--- config.mk ---
export PLATFORM = sky130hd
export DESIGN_NAME = chain_dma_master
export DESIGN_NICKNAME = d
export VERILOG_FILES = /design/src/rtl/chain_dma_master.sv
export SDC_FILE = /design/constraint.sdc
export NUM_CORES = 1
export LEC_CHECK = 0
export CAP_MARGIN = 5
export CORE_MARGIN = 3
export CORE_UTILIZATION = 33
export CTS_BUF_LIST = sky130_fd_sc_hd__clkbuf_8
export DETAILED_ROUTE_END_ITERATION = 10
export DONT_BUFFER_PORTS = 1
export GPL_TIMING_DRIVEN = 0
export SLEW_MARGIN = 40
export SYNTH_ARGS = -nofsm -noshare
export SYNTH_HDL_FRONTEND = slang
export SYNTH_SLANG_ARGS = --single-unit
--- constraint.sdc ---
create_clock -name clk -period 2.75 [get_ports clk]
set_input_delay 0.1375 -clock clk [delete_from_list [all_inputs] [get_ports clk]]
set_output_delay 0.1375 -clock clk [all_outputs]
set_load 0.02 [all_outputs]
--- src/rtl/chain_dma_master.sv ---
module chain_dma_master #(
  parameter int AW      = 32,
  parameter int DW      = 32,
  parameter int AMW     = 6,
  parameter int CNTW    = 24,
  parameter int TIMEOUT = 16
) (
  input  logic          clk,
  input  logic          rst_n,
  input  logic [AW-1:0] head_addr,
  input  logic          go,
  input  logic          irq_en,
  output logic          busy,
  output logic          done,
  output logic          err,
  output logic [AW-1:0] err_desc,
  output logic          irq,
  output logic          mem_req,
  output logic          mem_we,
  output logic [AW-1:0] mem_addr,
  output logic [DW-1:0] mem_wdata,
  input  logic          mem_ack,
  input  logic [DW-1:0] mem_rdata,
  output logic          bus_req,
  output logic [AW-1:0] bus_addr,
  output logic [AMW-1:0] bus_am,
  input  logic          bus_ack,
  input  logic [DW-1:0] bus_rdata
);
  localparam int WB  = DW / 8;
  localparam int SH  = $clog2(WB);
  localparam int WLW = CNTW - SH;
  localparam int TW  = $clog2(TIMEOUT + 1);
  localparam int AMT = DW - 3;

  typedef enum logic [1:0] {S_IDLE, S_FETCH, S_RD, S_WR} st_t;

  st_t            st;
  logic [1:0]     idx;
  logic [AW-1:0]  cur_desc, src, dst, next_ptr, hop_addr;
  logic [AMW-1:0] am;
  logic           last_f;
  logic [WLW-1:0] words_left;
  logic [DW-1:0]  data;
  logic [TW-1:0]  tmr;

  assign busy      = st != S_IDLE;
  assign irq       = irq_en & (done | err);
  assign mem_req   = st == S_FETCH || st == S_WR;
  assign mem_we    = st == S_WR;
  assign mem_addr  = (st == S_WR) ? dst : cur_desc + AW'(idx) * AW'(WB);
  assign mem_wdata = data;
  assign bus_req   = st == S_RD;
  assign bus_addr  = src;
  assign bus_am    = am;
  assign hop_addr  = (st == S_FETCH) ? AW'(mem_rdata) : next_ptr;

  always_ff @(posedge clk) begin
    if (!rst_n) begin
      st         <= S_IDLE;
      idx        <= '0;
      cur_desc   <= '0;
      src        <= '0;
      dst        <= '0;
      next_ptr   <= '0;
      am         <= '0;
      last_f     <= 1'b0;
      words_left <= '0;
      data       <= '0;
      tmr        <= '0;
      done       <= 1'b0;
      err        <= 1'b0;
      err_desc   <= '0;
    end else begin
      case (st)
        S_IDLE: if (go) begin
          st       <= S_FETCH;
          idx      <= '0;
          cur_desc <= head_addr;
          done     <= 1'b0;
          err      <= 1'b0;
        end
        S_FETCH: if (mem_ack) begin
          idx <= idx + 2'd1;
          case (idx)
            2'd0: src <= AW'(mem_rdata);
            2'd1: dst <= AW'(mem_rdata);
            2'd2: begin
              last_f     <= mem_rdata[DW-1];
              am         <= mem_rdata[AMT -: AMW];
              words_left <= mem_rdata[CNTW-1:SH];
            end
            default: begin
              next_ptr <= AW'(mem_rdata);
              if (words_left != '0) begin
                st  <= S_RD;
                tmr <= '0;
              end else if (last_f) begin
                st   <= S_IDLE;
                done <= 1'b1;
              end else begin
                cur_desc <= hop_addr;
                idx      <= '0;
              end
            end
          endcase
        end
        S_RD: begin
          if (bus_ack) begin
            data <= bus_rdata;
            st   <= S_WR;
          end else if (tmr == TW'(TIMEOUT - 1)) begin
            st       <= S_IDLE;
            err      <= 1'b1;
            err_desc <= cur_desc;
          end else begin
            tmr <= tmr + 1'b1;
          end
        end
        S_WR: if (mem_ack) begin
          src        <= src + AW'(WB);
          dst        <= dst + AW'(WB);
          words_left <= words_left - 1'b1;
          tmr        <= '0;
          if (words_left != WLW'(1)) begin
            st <= S_RD;
          end else if (last_f) begin
            st   <= S_IDLE;
            done <= 1'b1;
          end else begin
            st       <= S_FETCH;
            idx      <= '0;
            cur_desc <= hop_addr;
          end
        end
        default: st <= S_IDLE;
      endcase
    end
  end
endmodule

==> results_dict.tcl, run 1 <==
set metrics [dict create \
    mostFrequentLayoutCell "nand2_1" \
    gp_congestion 0.9909 \
    worstSkewPairLatency_ns 0.62 \
    slew_violations 0 \
    clock-skew-final_ns 0.02509 \
    grt_pass1_wl_um 87950 \
    routed_wirelength_um 60820 \
    worstSetupPathType "register to output port" \
    finalSetupTns_ns -0.2283 \
    met3_usage_pct 8.085 \
    leakagePower_uw 0.005470 \
    syn_to_final_growth_pct 25.62 \
    critPathSlowestCell "fa_2" \
    core_um2 37760 \
    async_reset_ff_share_pct 0 \
    rsz0062_at_grt "yes" \
    max_freq_mhz 352.4 \
    grt_max_degree 12 \
    vias 14870 \
    cp_cell_sequence "inv_2 -> fa_2 -> nor4b_4 -> buf_6 -> buf_12 -> buf_4 -> nand3_4 -> xor2_2 -> o21ai_4" \
    synth_area_per_cell_um2 7.304 \
    grt_util_met2_pct 43.73 \
    nets 2005 \
    synthesis.area_um2 12650 \
    io_pins 243 \
    final_area_um2 15890 \
    synth_nets 1847 \
    cts_tree "built" \
    required_ns 2.61 \
    post-route-util_pct 42.09 \
    outcome "finished, violations left" \
    synth_edf_count 0 \
    first_pass_iters 6 \
    fin_crit_ns 2.837 \
    clk_path_buf_depth 3 \
    die_h_um 201.8 \
    initial_core_util_pct 33.51 \
    track_usage_pct 28.29 \
    numClockSinks 232 \
    row_count 71 \
    hp-class "input port to register" \
    first_iter_violations 1795 \
    grt_overflow 0 \
    htree_num_levels 2 \
    power.density_nw_per_um2 602.2 \
    crit_path_max_incr_delay_ns 0.43 \
    synth_flop_cell "dfxtp_1" \
    dp_hpwl_um 44130 \
    finalSetupViolCount 5 \
    final_cell_mix "nand2_1, dfxtp_1, a21oi_1" \
    ys_ff_latch 232 \
    worstSetupEndpointType "output port" \
    drcViolationCount 0 \
    grt_util_met1_pct 36.71 \
    cts_root_buf "clkbuf_8" \
    placed_area_um2 13320 \
    hold_viol 0 \
    clkTransAtPathRegs_ns 0.06 \
    die-area_um2 40720 \
    cp.arrival_ns 2.70 \
    grt-busiest-layer "met2" \
    slew_headroom_pct 38.76 \
    grt_pass1_vias 13570 \
    drv_cap 0 \
    cts_buffers 44 \
    tightest_slew_ns 0.9090 \
    ir_worst_vdd_uv 308.7 \
    numPortBuffers 0 \
    synth_seq_area_share_pct 36.71 \
    drtAntennaViolNets 0 \
    via_per_inst 6.085 \
    fin_crit_sh_pct 103.2 \
    setup_slack_ns -0.08741 \
    cp-start-kind "register" \
    antenna_found_initial 12 \
    dieWidth_um 201.8 \
    crit_fanout 5 \
    drive_above_1_share_pct 10.87 \
    finalPower_uw 9570 \
    ys.warnings.count 0 \
    wl_per_cell_um 24.88 \
    violations "negative setup slack" \
    synth_cells 1732 \
    nFillCells 3903 \
    synth_cell_types 66 \
]
## flip-flops by register name (all words and copies together) (netlist names)
name,count
dst,32
bus_am,6
tmr,5
words_left,22
next_ptr,32
cur_desc,32
err_desc,32
mem_wdata,32
st,2
bus_addr,32
err,1
idx,2
done,1
last_f,1
## path summary, 6_finish.rpt
kind                                    from            end  slack (ns)  cells after the start
worst max-delay path                  idx[1]   mem_addr[14]       -0.09                      9
worst max register to register        idx[0]   bus_addr[19]        0.07                      7
worst min register to register   next_ptr[8]    next_ptr[8]        0.45                      2
worst min-delay path            mem_rdata[4]  words_left[2]        0.03                      3
## power by group
group          switching (uW)  leakage [uW]  internal [uW]  total [uW]
clock                    1620      0.000514           1980        3600
sequential                383       0.00189           3550        3930
combinational            1360       0.00307            671        2030
## through the flow
step / std cells / hold slack [ns] / setup WS, ns
floorplan: 1732 / 0.2735 / 0.2481
global placement: 2243 / 0.2762 / -0.9389
detailed placement: 2244 / 0.2799 / -0.6486
CTS: 2432 / 0.00004990 / -0.1111
global route: 2444 / 0.01671 / -0.1549
finish: 2444 / 0.03299 / -0.08741
## synth_stat cells, drive strengths merged, types with 4 or more instances
master	n	area share, %
nand2	327	9.7
xor2	22	1.5
a22oi	13	0.77
o22ai	5	0.25
a311oi	20	1.4
and4	10	0.69
or3	7	0.35
or4	4	0.24
buf	33	1.3
nor4	49	2.6
o41ai	6	0.47
a21oi	208	8.2
nor3b	5	0.30
a21o	7	0.42
a211oi	8	0.47
o221a	4	0.36
dfxtp	232	37
mux2i	41	3.2
nor3	29	1.2
o31ai	11	0.65
clkbuf	122	3.6
inv	20	0.59
o211a	4	0.32
nor2	121	3.6
o311a	4	0.32
a31oi	49	2.4
nand4	64	3.2
and2	12	0.59
and3	22	1.1
o21ai	85	3.4
ha	12	1.2
xnor2	5	0.35
nand3	118	4.7
o221ai	6	0.42
o211ai	4	0.24
a41oi	4	0.28
## timing repair
| item | CTS | global route |
|---|---|---|
| cloned | 1 | 0 |
| hold endpoints to repair | 190 | 0 |
| gates resized for setup | 99 | 36 |
| pin swaps | 10 | 10 |
| endpoints found under the setup margin | 50 | 34 |
| setup buffers | 9 | 5 |
| hold buffers | 103 | 0 |
## area by class of cell
type / count / area [um^2] / share of cell area, %
Antenna cell: 11 / 27.53 / 0.1732
Buffer: 148 / 680.7 / 4.283
Clock buffer: 58 / 798.3 / 5.023
Clock inverter: 20 / 120.1 / 0.7558
Inverter: 20 / 78.83 / 0.4960
Multi-Input combinational cell: 1325 / 7685 / 48.36
Sequential cell: 232 / 4667 / 29.37
Tap cell: 511 / 639.4 / 4.023
Timing Repair Buffer: 119 / 1195 / 7.519
## cell families (layout without fill, tap and decap cells)
logic type | count (synthesis) | in the layout | share of synthesized area (%)
adders and majority gates | 13 | 13 | 1.345
and+or+nand+nor | 780 | 780 | 29.18
AOI/OAI and AO/OA | 464 | 464 | 22.14
muxes | 41 | 41 | 3.244
buffers and inverters | 175 | 365 | 5.509
DFF | 232 | 232 | 36.71
other | 0 | 11 | 0
xor gates and xnor gates | 27 | 27 | 1.869
## metal layers
layer	vias up	share of wire (%)	wire length, um
met5	-	0.016	10
met4	2	4.8	2902
met3	175	11	6839
met2	923	44	26840
met1	7144	40	24230
li1	6627	-	-
## critical path: cells and delay by family, from the launching register on
| family | cells | cell delay, ns |
|---|---|---|
| buffers and inverters | 4 | 0.52 |
| adders and majority gates | 1 | 0.43 |
| DFF | 1 | 0.40 |
| and+or+nand+nor | 2 | 0.31 |
| AOI/OAI and AO/OA | 1 | 0.26 |
| xor gates and xnor gates | 1 | 0.17 |
Note: power is estimated with default switching activity, not from simulation.
==> inputs of run 2 (changes only) <==
- CORE_ASPECT_RATIO: not set -> 0.8
==> run 2 against run 1 <==
  * Combinational power decreased by 2%
  * Cell area decreased by 2.1%
  * Register-to-register slack improved by 0.02 ns
  * Via count decreased by 0.59%
  * Setup slack improved by 0.11 ns
  * Utilization decreased by 0.54 points
  * Critical path type unchanged
  * The run now ends clean
  * Power decreased by 2.5%
  * Critical endpoint is now mem_addr[22]
  * Sequential power about the same
  * Clock power decreased by 5%
  * Largest power group unchanged
  * Sequential share of layout area increased by 0.60 points
==> results_dict.tcl, run 2 (synthesized netlist as in run 1, its figures left out) <==
set metrics [dict create \
    tightest_slew_ns 0.9598 \
    dieWidth_um 224.9 \
    dp_cells 2219 \
    dpl_worst_slack_ns -0.5240 \
    fin_crit_ns 2.730 \
    post-route-util_pct 41.55 \
    hp-class "input port to register" \
    required_ns 2.61 \
    fin_crit_sh_pct 99.29 \
    finalSetupViolCount 0 \
    r2r_slack_ns 0.09 \
    grt_pass1_wl_um 87570 \
    max_freq_mhz 366.2 \
    r2r-end "dst[19]" \
    layoutNonFillerInstCount 2409 \
    cp-start-kind "register" \
    drive_above_1_share_pct 8.986 \
    worstSkewPairLatency_ns 0.58 \
    cp_cell_sequence "ha_4 -> inv_2 -> fa_2 -> nor4b_4 -> buf_6 -> nand4_1 -> xor2_1 -> o21ai_2" \
    crit_end "mem_addr[22]" \
    crit_fanout 10 \
    finalSetupTns_ns 0 \
    first_pass_iters 6 \
    slew_violations 0 \
    worstSetupPathType "register to output port" \
    slew_headroom_pct 36.02 \
    vias 14780 \
    crit_path_max_incr_delay_ns 0.39 \
    rsz0062_at_grt "yes" \
    drcViolationCount 0 \
    hold_viol 0 \
    cts_root_buf "clkbuf_8" \
    grt_max_degree 11 \
    leakagePower_uw 0.005399 \
    outcome "finished clean" \
    numClockSinks 232 \
    nFillCells 3900 \
    clk_path_buf_depth 3 \
    antenna_found_initial 8 \
    nets 1998 \
    initial_core_util_pct 33.79 \
    clkTransAtPathRegs_ns 0.06 \
    worstSetupEndpointType "output port" \
    mostFrequentLayoutCell "nand2_1" \
    drv_cap 0 \
    grt_pass1_vias 13870 \
    die_h_um 181.1 \
    first_iter_violations 1988 \
    ir_worst_vdd_uv 310.7 \
    cp.arrival_ns 2.59 \
    routed_wirelength_um 59390 \
    via_per_inst 6.137 \
    min-delay-start "mem_rdata[4]" \
    dp_hpwl_um 44300 \
    row_count 63 \
    power.density_nw_per_um2 599.9 \
    die-area_um2 40740 \
    syn_to_final_growth_pct 22.99 \
    track_usage_pct 28.03 \
    final_cell_mix "nand2_1, dfxtp_1, a21oi_1" \
    htree_num_levels 2 \
    rr_startpoint "idx[0]" \
    crit_start "idx[0]" \
    grt_overflow 0 \
    cts_buffers 44 \
    core_um2 37440 \
    io_pins 243 \
    cts_tree "built" \
    wl_per_cell_um 24.65 \
    numPortBuffers 0 \
    gp_congestion 0.9810 \
    setup_slack_ns 0.01956 \
    drtAntennaViolNets 0 \
    critPathSlowestCell "dfxtp_4" \
    reg2reg_depth 7 \
    clock-skew-final_ns 0.03571 \
]
## run 2: cell count changes in the layout (fill, tap and decap cells not counted), sizes merged
| cell | delta |
|---|---|
| clkbuf | -1 |
| clkinvlp | -3 |
| dlygate4sd3 | -2 |
| inv | +7 |
| clkinv | -2 |
| diode | -3 |
| buf | -7 |
## run 2: layer usage
metal  part of all wire (%)  global-route usage [%]  up-vias
li1                       -                       -     6613
met5                  0.022                       0        -
met3                     12                   7.359      124
met4                    3.2                   9.479        2
met1                     42                   39.80     7107
met2                     42                   41.03      938
## run 2: power by group
group	internal, uW	switching [uW]	total (uW)
Sequential	3550	365	3910
Combinational	643	1350	1990
Clock	1880	1550	3430
## run 2: timing repair
item	4_1_cts	5_1_grt
buffers inserted	10	0
gates resized for setup	76	30
cloned	0	0
setup endpoints to repair	41	51
hold buffers	101	0
pin swaps	8	9
endpoints found under the hold margin	192	0
## run 2: final cells by class
cell class | count | area (um^2) | area share (%)
well taps | 487 | 609.3 | 3.916
clock buffers | 55 | 757.0 | 4.865
plain buffers | 150 | 663.1 | 4.262
repair buffers | 110 | 1086 | 6.980
multi-input cells | 1325 | 7574 | 48.68
inverters | 20 | 75.07 | 0.4825
flip-flops and latches | 232 | 4662 | 29.96
diodes | 8 | 20.02 | 0.1287
clock inverters | 22 | 112.6 | 0.7238
## run 2: how the worst min path moves through the flow
| stage | endpoint | depth (start not counted) |
|---|---|---|
| 6_report | words_left[2] | 3 |
| 5_1_grt | words_left[2] | 3 |
| 4_1_cts | words_left[2] | 3 |
| 3_5_place_dp | mem_wdata[14] | 2 |
| 3_3_place_gp | next_ptr[8] | 2 |
| 2_1_floorplan | next_ptr[0] | 2 |
## run 2: per-stage QoR
stage / cell area (um^2) / hold slack [ns] / power, uW
2_1_floorplan: 12650 / 0.2735 / 5013
3_3_place_gp: 13260 / 0.2767 / 5593
3_5_place_dp: 13290 / 0.2807 / 5621
4_1_cts: 15460 / 0.009952 / 9299
5_1_grt: 15560 / 0.03599 / 9687
6_report: 15560 / 0.03284 / 9334
## run 2: worst max-delay path, delay by kind of cell, from the launching register on
kind,cells,cell delay [ns]
AO/OA/AOI/OAI,1,0.32
XOR/XNOR,1,0.17
adder cells (fa/ha/maj),2,0.54
buffers and inverters,2,0.23
flip-flops,1,0.39
AND/OR/NAND/NOR,2,0.34
==> inputs of run 3 (changes only) <==
- GPL_TIMING_DRIVEN: 0 -> not set
==> run 3 against run 2 <==
  * The run now ends with negative setup slack left
  * First-iteration DRC count shrank 10%
  * Die area unchanged
  * Largest power group unchanged
  * Combinational power about the same
  * Cell area is 0.33% lower
  * Setup slack got worse by 0.074 ns
  * Hold slack worse by 0.016 ns
  * Largest cell class unchanged
  * Highest routed layer is now met4
==> results_dict.tcl, run 3 (synthesized netlist as in run 1, its figures left out) <==
set metrics [dict create \
    cts_root_buf "clkbuf_8" \
    cp.arrival_ns 2.67 \
    finalPower_uw 9096 \
    mostFrequentLayoutCell "nand2_1" \
    first_pass_iters 5 \
    htree_num_levels 2 \
    tightest_slew_ns 0.6723 \
    via_per_inst 5.962 \
    die-area_um2 40740 \
    grt_pass1_vias 12670 \
    max_freq_mhz 356.6 \
    track_usage_pct 23.34 \
    grt_overflow 0 \
    numPortBuffers 0 \
    setup_slack_ns -0.05407 \
    drv_cap 0 \
    worstSetupPathType "register to output port" \
    nFillCells 3789 \
    violations "negative setup slack" \
    slew_headroom_pct 55.15 \
    cp-start-kind "register" \
    fin_crit_sh_pct 102.0 \
    hold_ws_ns 0.01699 \
    power.density_nw_per_um2 586.6 \
    gp_congestion 0.9334 \
    reg2reg_depth 7 \
    cp_cell_sequence "ha_4 -> inv_2 -> fa_2 -> nor4b_4 -> buf_6 -> buf_8 -> nand4_1 -> xor2_1 -> a21oi_1 -> buf_4" \
    r2r-end "next_ptr[6]" \
    hp-class "input port to register" \
    vias 13970 \
    wl_per_cell_um 21.53 \
    dieWidth_um 224.9 \
    clk_path_buf_depth 3 \
    multi_input_comb_area_um2 7448 \
    die_h_um 181.1 \
    grt_pass1_wl_um 75620 \
    crit_path_max_incr_delay_ns 0.36 \
    leakagePower_uw 0.005530 \
    drcViolationCount 0 \
    ir_worst_vdd_uv 279.7 \
    slew_violations 0 \
    cts_tree "built" \
    r2r_slack_ns 0.17 \
    cts_buffers 43 \
    grt_max_degree 122 \
    final_cell_mix "nand2_1, dfxtp_1, a21oi_1" \
    row_count 63 \
    io_pins 243 \
    clock-skew-final_ns 0.02777 \
    regArea_um2 4664 \
    dp_hpwl_um 34840 \
    finalSetupViolCount 5 \
    crit_fanout 5 \
    syn_to_final_growth_pct 22.58 \
    antenna_found_initial 6 \
    fin_crit_ns 2.804 \
    clkTransAtPathRegs_ns 0.06 \
    crit_start "idx[0]" \
    drtAntennaViolNets 0 \
    rsz0062_at_grt "yes" \
    numClockSinks 232 \
    required_ns 2.61 \
    routed_wirelength_um 50440 \
    critPathSlowestCell "dfxtp_4" \
    first_iter_violations 1786 \
    worstSkewPairLatency_ns 0.57 \
    core_um2 37440 \
    drive_above_1_share_pct 11.19 \
    rr_startpoint "st[0]" \
    initial_core_util_pct 33.79 \
    outcome "finished, violations left" \
    crit_end "mem_addr[20]" \
    worstSetupEndpointType "output port" \
    nets 1940 \
    hold_viol 0 \
]
[run 3: changes by cell type in the layout (fill, tap and decap cells not counted), sizes merged]
cell         previous run  this run
clkinv                  3         2
clkinvlp                0         2
dlygate4sd3           101       102
bufinv                  1         0
inv                    38        33
diode                   8         6
clkbuf                172        53
buf                    42       101
[run 3: final cells by class]
cell class | count | area share (%)
Antenna cell | 6 | 0.09682
Clock buffer | 53 | 4.704
Clock inverter | 17 | 0.4760
Inverter | 20 | 0.5164
Multi-Input combinational cell | 1325 | 48.03
Sequential cell | 232 | 30.08
Tap cell | 487 | 3.929
Timing Repair Buffer | 203 | 12.17
[run 3: stage by stage]
step                      instance area [um^2]  setup TNS, ns  util [%]  std cells  worst slack (ns)
final                                    15510        -0.1699     41.42       2343          -0.05407
after global routing                     15510         -1.479     41.42       2343           -0.2034
after CTS                                15380        -0.4897     41.09       2334          -0.07989
after detailed placement                 13420              0     35.84       2155            0.1575
after global placement                   13420              0     35.84       2155            0.2031
after floorplan                          12650              0         -       1732            0.2481
[run 3: worst min path at each step]
stage	from	end	depth (start not counted)
after floorplan	mem_rdata[0]	next_ptr[0]	2
after global placement	bus_rdata[4]	mem_wdata[4]	2
after detailed placement	bus_rdata[0]	mem_wdata[0]	2
after CTS	mem_rdata[28]	cur_desc[28]	4
after global routing	mem_rdata[24]	cur_desc[24]	4
final	mem_rdata[28]	cur_desc[28]	4
[run 3: power breakdown]
part / internal (uW) / switching, uW
sequential: 3550 / 340
clock: 1720 / 1520
combinational: 731 / 1240
total: 6000 / 3100
[run 3: worst max-delay path: cells and delay by family, from the launching register on]
kind            cells  cell delay, ns
simple gates        2            0.40
flops               1            0.36
xor+xnor            1            0.17
compound gates      1            0.15
buf+inv             4            0.51
fa+ha+maj           2            0.50
[run 3: timing repair]
action,4_1_cts,5_1_grt
cloned,1,0
setup buffers,6,2
hold endpoints to repair,198,1
gates resized for setup,27,28
hold buffers,102,1
pin swaps,10,8
setup endpoints to repair,22,22
[run 3: metal layers]
layer / share of wire (%) / vias up / global-route usage (%)
li1: - / 6482 / -
met1: 43 / 6647 / 32.28
met2: 45 / 744 / 36.48
met3: 8.8 / 96 / 4.695
met4: 2.7 / 0 / 7.471
met5: 0 / - / 0
